`src/rtl/mc_seq_pkg.sv`:
```
package mc_seq_pkg;
  typedef enum logic [1:0] {
    ST_FETCH = 2'b00,
    ST_EXEC  = 2'b01,
    ST_DMA   = 2'b10,
    ST_INTR  = 2'b11
  } mcyc_e;
endpackage

```
`src/rtl/mc_phase_ctr.sv`:
```
module mc_phase_ctr #(
  parameter int PHASES = 8,
  localparam int PH_W  = $clog2(PHASES)
) (
  input  logic            clk_i,
  input  logic            rst_ni,
  input  logic            clear_i,
  input  logic            hold_i,
  output logic [PH_W-1:0] phase_o,
  output logic            last_o
);
  logic [PH_W-1:0] ph_q;

  assign last_o  = (ph_q == PH_W'(PHASES - 1));
  assign phase_o = ph_q;

  always_ff @(posedge clk_i or negedge rst_ni) begin
    if (!rst_ni)      ph_q <= '0;
    else if (clear_i) ph_q <= '0;
    else if (!hold_i) ph_q <= last_o ? '0 : ph_q + 1'b1;
  end
endmodule

```
`src/rtl/mc_cycle_ctl.sv`:
```
module mc_cycle_ctl import mc_seq_pkg::*; #(
  parameter int PH_W    = 3,
  parameter int SMP_PH  = 6,
  parameter int N_FLAGS = 4
) (
  input  logic               clk_i,
  input  logic               rst_ni,
  input  logic               clear_i,
  input  logic               hold_i,
  input  logic [PH_W-1:0]    phase_i,
  input  logic               last_i,
  input  logic               dma_req_i,
  input  logic               int_req_i,
  input  logic               long_i,
  input  logic               rd_req_i,
  input  logic               wr_req_i,
  input  logic [N_FLAGS-1:0] flag_i,
  output mcyc_e              state_o,
  output logic               rd_acc_o,
  output logic               wr_acc_o,
  output logic [N_FLAGS-1:0] flag_o
);
  mcyc_e state_q, state_d;
  logic  ext_q, ext_d;
  logic  dma_q, int_q;
  logic  step, smp_pt, mem_cyc, boundary;

  assign step     = !clear_i && !hold_i;
  assign smp_pt   = step && (phase_i == PH_W'(SMP_PH));
  assign mem_cyc  = (state_q == ST_EXEC) || (state_q == ST_DMA);
  assign boundary = step && last_i;

  always_comb begin
    state_d = state_q;
    ext_d   = 1'b0;
    unique case (state_q)
      ST_FETCH: state_d = ST_EXEC;
      ST_EXEC: begin
        if (!ext_q && long_i) begin
          state_d = ST_EXEC;
          ext_d   = 1'b1;
        end else if (dma_q) state_d = ST_DMA;
        else if (int_q)     state_d = ST_INTR;
        else                state_d = ST_FETCH;
      end
      ST_DMA: begin
        if (dma_q)      state_d = ST_DMA;
        else if (int_q) state_d = ST_INTR;
        else            state_d = ST_FETCH;
      end
      default: state_d = ST_FETCH;
    endcase
  end

  always_ff @(posedge clk_i or negedge rst_ni) begin
    if (!rst_ni) begin
      state_q <= ST_FETCH;
      ext_q   <= 1'b0;
    end else if (clear_i) begin
      state_q <= ST_FETCH;
      ext_q   <= 1'b0;
    end else if (boundary) begin
      state_q <= state_d;
      ext_q   <= ext_d;
    end
  end

  // requests are only looked at in execute and transfer cycles
  always_ff @(posedge clk_i or negedge rst_ni) begin
    if (!rst_ni) begin
      dma_q <= 1'b0;
      int_q <= 1'b0;
    end else if (clear_i) begin
      dma_q <= 1'b0;
      int_q <= 1'b0;
    end else if (smp_pt && mem_cyc) begin
      dma_q <= dma_req_i;
      int_q <= int_req_i;
    end
  end

  // access type fixed once per cycle, at the end of phase 0
  always_ff @(posedge clk_i or negedge rst_ni) begin
    if (!rst_ni) begin
      rd_acc_o <= 1'b0;
      wr_acc_o <= 1'b0;
    end else if (clear_i) begin
      rd_acc_o <= 1'b0;
      wr_acc_o <= 1'b0;
    end else if (step && phase_i == '0) begin
      rd_acc_o <= (state_q == ST_FETCH) || (mem_cyc && rd_req_i && !wr_req_i);
      wr_acc_o <= mem_cyc && wr_req_i;
    end
  end

  for (genvar i = 0; i < N_FLAGS; i++) begin : g_flag
    always_ff @(posedge clk_i or negedge rst_ni) begin
      if (!rst_ni)                              flag_o[i] <= 1'b0;
      else if (smp_pt && state_q == ST_EXEC)    flag_o[i] <= flag_i[i];
    end
  end

  assign state_o = state_q;
endmodule

```
`src/rtl/mc_strobe_gen.sv`:
```
module mc_strobe_gen #(
  parameter int PH_W     = 3,
  parameter int TPA_PH   = 1,
  parameter int TPB_PH   = 6,
  parameter int WR_FIRST = 4,
  parameter int WR_LAST  = 5
) (
  input  logic [PH_W-1:0] phase_i,
  input  logic            clear_i,
  input  logic            rd_acc_i,
  input  logic            wr_acc_i,
  output logic            tpa_o,
  output logic            tpb_o,
  output logic            addr_hi_o,
  output logic            rd_n_o,
  output logic            wr_n_o
);
  logic in_wr_win, past_tpa;

  assign past_tpa  = phase_i > PH_W'(TPA_PH);
  assign in_wr_win = (phase_i >= PH_W'(WR_FIRST)) && (phase_i <= PH_W'(WR_LAST));

  assign tpa_o     = !clear_i && (phase_i == PH_W'(TPA_PH));
  assign tpb_o     = !clear_i && (phase_i == PH_W'(TPB_PH));
  assign addr_hi_o = !past_tpa;
  assign rd_n_o    = !(!clear_i && rd_acc_i && past_tpa);
  assign wr_n_o    = !(!clear_i && wr_acc_i && in_wr_win);
endmodule

```
`src/rtl/mc_seq.sv`:
```
module mc_seq import mc_seq_pkg::*; #(
  parameter int PHASES   = 8,
  parameter int TPA_PH   = 1,
  parameter int TPB_PH   = 6,
  parameter int WR_FIRST = 4,
  parameter int WR_LAST  = 5,
  parameter int N_FLAGS  = 4,
  localparam int PH_W    = $clog2(PHASES)
) (
  input  logic               clk_i,
  input  logic               rst_ni,
  input  logic               clear_i,
  input  logic               wait_i,
  input  logic               dma_req_i,
  input  logic               int_req_i,
  input  logic [N_FLAGS-1:0] flag_i,
  input  logic               rd_req_i,
  input  logic               wr_req_i,
  input  logic               long_i,
  output logic [PH_W-1:0]    phase_o,
  output logic               tpa_o,
  output logic               tpb_o,
  output logic               addr_hi_o,
  output logic               rd_n_o,
  output logic               wr_n_o,
  output logic [1:0]         state_code_o,
  output logic [N_FLAGS-1:0] flag_o
);
  logic [PH_W-1:0] phase;
  logic            last, rd_acc, wr_acc;
  mcyc_e           state;

  mc_phase_ctr #(.PHASES(PHASES)) u_phase (
    .clk_i   (clk_i),
    .rst_ni  (rst_ni),
    .clear_i (clear_i),
    .hold_i  (wait_i),
    .phase_o (phase),
    .last_o  (last)
  );

  mc_cycle_ctl #(.PH_W(PH_W), .SMP_PH(TPB_PH), .N_FLAGS(N_FLAGS)) u_ctl (
    .clk_i     (clk_i),
    .rst_ni    (rst_ni),
    .clear_i   (clear_i),
    .hold_i    (wait_i),
    .phase_i   (phase),
    .last_i    (last),
    .dma_req_i (dma_req_i),
    .int_req_i (int_req_i),
    .long_i    (long_i),
    .rd_req_i  (rd_req_i),
    .wr_req_i  (wr_req_i),
    .flag_i    (flag_i),
    .state_o   (state),
    .rd_acc_o  (rd_acc),
    .wr_acc_o  (wr_acc),
    .flag_o    (flag_o)
  );

  mc_strobe_gen #(
    .PH_W(PH_W), .TPA_PH(TPA_PH), .TPB_PH(TPB_PH),
    .WR_FIRST(WR_FIRST), .WR_LAST(WR_LAST)
  ) u_strobe (
    .phase_i   (phase),
    .clear_i   (clear_i),
    .rd_acc_i  (rd_acc),
    .wr_acc_i  (wr_acc),
    .tpa_o     (tpa_o),
    .tpb_o     (tpb_o),
    .addr_hi_o (addr_hi_o),
    .rd_n_o    (rd_n_o),
    .wr_n_o    (wr_n_o)
  );

  assign phase_o      = phase;
  assign state_code_o = state;
endmodule

```
`config.mk`:
```
export PLATFORM = sky130hd
export DESIGN_NAME = mc_seq
export DESIGN_NICKNAME = d
export VERILOG_FILES = /design/src/rtl/mc_seq_pkg.sv /design/src/rtl/mc_phase_ctr.sv /design/src/rtl/mc_cycle_ctl.sv /design/src/rtl/mc_strobe_gen.sv /design/src/rtl/mc_seq.sv
export SDC_FILE = /design/constraint.sdc
export NUM_CORES = 1
export LEC_CHECK = 0
export ABC_AREA = 1
export BUFFER_PORTS_ARGS = -buffer_cell sky130_fd_sc_hd__buf_2
export CORE_MARGIN = 3
export CORE_UTILIZATION = 44
export CTS_CLUSTER_DIAMETER = 120
export CTS_CLUSTER_SIZE = 10
export DETAILED_ROUTE_END_ITERATION = 10
export PLACE_DENSITY = 0.74
export SYNTH_ARGS = -nofsm -noshare
export SYNTH_HDL_FRONTEND = slang
export SYNTH_SLANG_ARGS = --single-unit
export TNS_END_PERCENT = 100
```
`constraint.sdc`:
```
create_clock -name clk_i -period 1.2 [get_ports clk_i]
set_input_delay 0.06 -clock clk_i [delete_from_list [all_inputs] [get_ports clk_i]]
set_output_delay 0.06 -clock clk_i [all_outputs]
set_load 0.005 [all_outputs]
```
[Yosys cells after proc, flatten, opt, wreduce, memory -nomap -nowiden]
Cells that the tools add are included.
Operators by class
  multiplexer cells: 21
  $lt $le $gt $ge: 3
  reduce and logical (&&, ||, !) cells: 31
  add/subtract/negate cells: 1
  equality and inequality tests: 6
Operators by type and width (count)
  $logic_and 1x1->1: 17
  $mux 1: 12
  $mux 2: 5
  $mux 3: 3
  $logic_not 1->1: 7
  $eq 3x3->1 const B: 2
  $pmux 2 s3: 1
  $reduce_bool 2->1: 3
  $add 3x1->3 const B: 1
  $eq 3x1->1 const B: 1
  $ge 3x3->1 const B: 1
  $gt 3x1->1 const B: 1
  $le 3x3->1 const B: 1
  $logic_not 3->1: 1
  $eq 2x1->1 const B: 1
  $eq 2x2->1 const B: 1
  $logic_not 2->1: 1
  $logic_or 1x1->1: 2
  $ne 2x2->1 const B: 1
Word-level totals
  word-level logic and storage cells: 73
  bits in registers: 14
  input bits: 13
  output and inout port bits: 14

[Depth between registers and ports, before layout]
  depth in word-level cells: 7
  mapped depth: 8
  gate-level depth less buffers: 8

[Hierarchy]
Synthesis repeated with hierarchy kept, for this count alone.
Unflattened totals
  cell total of the unflattened synthesis: 115
  area, all modules: 867.1 sq um
Modules (own cells, without submodules)
  mc_cycle_ctl: area an instance 631.9 sq um, instances 1, cells each 78, seq. area each 275.3 sq um
  mc_phase_ctr: area an instance 160.2 sq um, instances 1, cells each 19, seq. area each 75.1 sq um
  mc_strobe_gen: area an instance 75.1 sq um, instances 1, cells each 18, seq. area each 0.0 sq um

[Least setup slack after synthesis]
OpenSTA, ideal clock, no wires.
  path kind: reg-to-reg
  start point: register u_phase.ph_q[0] (netlist: u_phase.phase_o[0])
  end point: register u_ctl.ext_q
  cell stages (with the launch flop): 6
  buffers on the path: 0
  arrival: 1.117 ns
  path slack: 0.000 ns
  period minus slack after synthesis: 1.200 ns
  setup time: 0.083 ns
  data required time: 1.117 ns
  cell sequence: dfrtp_1 -> ha_1 -> ha_1 -> a21oi_1 -> nand2_1 -> o21ai_0
On the way
  word-level cells in the longest chain between the ends: 3
RTL lines
  start, declared: line mc_phase_ctr.sv:12  | logic [PH_W-1:0] ph_q;
  start signal, assigned: line mc_phase_ctr.sv:20  | else if (!hold_i) ph_q <= last_o ? '0 : ph_q + 1'b1;
  $eq 3x3->1: line mc_phase_ctr.sv:14  | assign last_o = (ph_q == PH_W'(PHASES - 1));
  $logic_and 1x1->1: line mc_cycle_ctl.sv:31  | assign boundary = step && last_i;
  $reduce_bool 2->1 (no line)
  end signal, assigned: line mc_cycle_ctl.sv:64  | ext_q <= ext_d;
  end, declared: line mc_cycle_ctl.sv:24  | logic ext_q, ext_d;
No other way between the ends.
A chain may end at the register's enable or synchronous reset.

[Final worst setup path]
  start point: register u_phase.ph_q[0] (netlist: u_phase.phase_o[0])
  end point: register u_phase.ph_q[0] (netlist: u_phase.phase_o[0])
On the way
  word-level cells in the longest chain between the ends: 4
  elaborated cells between the ends (all ways): 5
  classes of those cells: add/sub (1); eq/ne (1); mux (3)
RTL lines
  $add 3x1->3 or $eq 3x3->1 (tied branches): line mc_phase_ctr.sv:20, mc_phase_ctr.sv:14
  $mux 3 * (2 in series): line mc_phase_ctr.sv:20
  $mux 3 *: line mc_phase_ctr.sv:19  | else if (clear_i) ph_q <= '0;
Every way passes the cells marked *; elsewhere a longest branch is shown, timed or not. The select of a mux whose other input is x is not followed.

==> results.md <==
- Total power: 0.000994 W
- Final Cycle Share: 116%
- Buffers added on ports: 26
- Sequential standard cell area: 353 um^2
- CTS max path bufs: 2
- DIE AREA: 2420 um^2
- Die Y: 49.2 um
- CP Data Arrival Time: 1.59 ns
- GR peak layer: met2
- Drt initial violations: 20
- Rows: 14
- Initial antenna violation count: 0
- First-pass GRT wire length: 3.37 mm
- M2 GR Usage: 30.1%
- Startpoint types: flip-flop
- Final Critical Period: 1.39 ns
- LEAKAGE: 0.675 nW
- Layout cell share with drive strength beyond 1: 48.6%
- Dpl cell area: 1000 um^2
- Seq cells post-synth: 14
- Crit path kind: flip-flop to flip-flop
- Cells along the critical path: buf_6 > ha_2 > ha_4 > nand3b_1 > o21ai_1
- Vias per cell: 4.98
- TritonCTS clock tree: built
- Final WS setup: -0.191 ns
- Register area share after synthesis: 42.6%
- Final WL: 2.55 mm
- CTS HTree Levels: 1
- Clk_skew: 0.00282 ns
- Worst hold path class: input pin to flip-flop
- Design Area, Final: 1310 um^2
- Yosys warns: 0
- F_max: 719 MHz
- CP peak stage delay: 0.45 ns
- Via count: 857
- Clk sinks: 14
- # diodes: 0
- Clock latency on the worst-skew pair: 0.28 ns
- Post-Synthesis Cells: 104
- Final setup viols: 19
- GRT Total Usage: 17.4%
- Num CTS Buffers: 3
- Cell at the slowest stage of the critical path: dfrtp_2
- WP data required: 1.40 ns
- Crit. End Element: flip-flop
- Failing checks: setup timing
- Pre-CTS setup slack: -0.0837 ns
- Cell Pwr Density: 757 nW/um^2
- Fillers: 106
- Hold Slack: 0.0105 ns
- Pin count of the biggest net entering global routing: 15
- RSZ-0062 raised after global routing: true
- Worst-path clk slew: 0.08 ns
- Met1 usage: 22.0%
- Hpwl dp: 1.48 mm
- Vias in the first global route: 801
- Pre-antenna DRT Iters: 4
- Die Span X: 49.2 um
- M3 GR Usage: 3.36%
- Post-Synthesis Cell Area: 822 um^2
- Peak supply drop: 0.000695 V
- Synth-to-layout area growth: 59.7%
- RePlAce Congestion: 0.775
- Final Hold Fails: 0
- Placed insts: 157
- Core Area: 1630 um^2
- Starting Density: 50.5%
- Outcome: finished with violations
- WL/cell: 14.8 um
- Syn nets: 126
- ANT nets after route: 0
- Max-cap check violation count: 0
- Fin cells: 172
- Multi-input gate area: 559 um^2
- Syn_area_per_cell: 7.90 um^2
- Clk root buf: clkbuf_4
- CP max FO: 3
- Fin nets: 172
- Worst Tran Pin Value: 0.372 ns
- Distinct cell type count after synthesis: 13
- DR DRC count: 0
- Max-slew violation count: 0
- Ports: 27
- Total congestion overflow: 0
- Worst slew margin: 75.2%
-- synthesized netlist by cell type, drive strengths merged --
| master | number | area [um^2] |
|---|---|---|
| a21oi | 1 | 5.00 |
| dfrtp | 14 | 350 |
| ha | 9 | 113 |
| inv | 20 | 75.1 |
| nand2 | 28 | 105 |
| nand3 | 10 | 62.6 |
| nand3b | 1 | 7.51 |
| nand4 | 1 | 6.26 |
| nor2 | 8 | 37.5 |
| nor3 | 1 | 5.00 |
| o21ai | 11 | 55.1 |
-- kinds of logic after synthesis --
family / synth area share, %
AO/OA/AOI/OAI: 7.31
buffers and inverters: 9.13
flip-flops: 42.6
adder cells (fa/ha/maj): 13.7
AND/OR/NAND/NOR: 27.2
-- cell usage in the layout (no fill, tap or decap) --
cell type and count:
a21oi_4 1, buf_2 25, buf_4 9, buf_6 4, clkbuf_4 3, dfrtp_1 12, dfrtp_2 2, dlygate4sd3_1 3
ha_1 2, ha_2 1, ha_4 6, inv_1 15, inv_2 3, inv_4 2, nand2_1 23, nand2_2 4
nand2_4 1, nand3_1 5, nand3_2 3, nand3_4 2, nand3b_1 1, nand4_1 1, nor2_1 5, nor2_2 1
nor2_4 2, nor3_1 1, o21ai_0 2, o21ai_1 6, o21ai_2 2, o21ai_4 1
-- per-layer routing --
metal	vias up	share of wire [%]	wire, um
li1	413	-	-
met1	416	39	992
met2	23	55	1400
met3	5	4.6	116
met4	0	1.4	35
met5	-	0	0
-- area by class of cell --
cell class,instances,area share [%]
inverter,20,6.10
timing repair buffer,41,20.4
multi-input combinational,70,42.6
sequential,14,26.9
tap,24,2.29
clock buffer,3,1.72
-- worst max-delay path: cells and delay by family (launching register included) --
| kind | cells | cell delay (ns) |
|---|---|---|
| buffers and inverters | 1 | 0.15 |
| AOI/OAI and AO/OA | 1 | 0.14 |
| DFF | 1 | 0.45 |
| and+or+nand+nor | 1 | 0.20 |
| adders and majority gates | 2 | 0.37 |
-- timing repair --
action                                 in CTS  in global routing
cloned                                      0                  0
hold buffers                                3                  0
endpoints found under the hold margin      16                  0
gates resized for setup                    21                 33
setup buffers                               3                  6
pin swaps                                   5                  7
setup endpoints to repair                  18                 19
-- worst paths after layout --
| check | start | to | slack, ns | depth (start not counted) |
|---|---|---|---|---|
| setup reg to reg | u_phase.phase_o[0]$_DFFE_PN0P_ | u_phase.phase_o[0]$_DFFE_PN0P_ | -0.19 | 5 |
| setup / recovery | u_phase.phase_o[0]$_DFFE_PN0P_ | u_phase.phase_o[0]$_DFFE_PN0P_ | -0.19 | 5 |
| max in group asynchronous | rst_ni | u_phase.phase_o[0]$_DFFE_PN0P_ | 0.73 | 2 |
| hold reg to reg | u_ctl.flag_o[0]$_DFFE_PN0P_ | u_ctl.flag_o[0]$_DFFE_PN0P_ | 0.52 | 2 |
| min in group asynchronous | rst_ni | u_ctl.state_o[0]$_DFFE_PN0P_ | 0.21 | 2 |
| hold / removal | flag_i[2] | u_ctl.flag_o[2]$_DFFE_PN0P_ | 0.01 | 3 |
-- per-stage QoR --
step,TNS [ns],util [%]
floorplan,0,-
global placement,-0.0659,61.7
detailed placement,-0.439,61.7
CTS,-1.42,69.9
global route,-3.49,80.6
finish,-2.29,80.6
-- where the power goes --
| part | switching (W) | internal (W) |
|---|---|---|
| logic | 0.000120 | 0.000114 |
| registers | 0.0000118 | 0.000482 |
| clock network | 0.000149 | 0.000117 |
| total | 0.000281 | 0.000713 |
-- sequential cells by signal, indices dropped and copies added (netlist names) --
| register | flops |
|---|---|
| u_ctl.dma_q | 1 |
| u_ctl.ext_q | 1 |
| u_ctl.flag_o | 4 |
| u_ctl.int_q | 1 |
| u_ctl.rd_acc_o | 1 |
| u_ctl.state_o | 2 |
| u_ctl.wr_acc_o | 1 |
| u_phase.phase_o | 3 |
No activity file was read; power rests on OpenSTA's default activity.
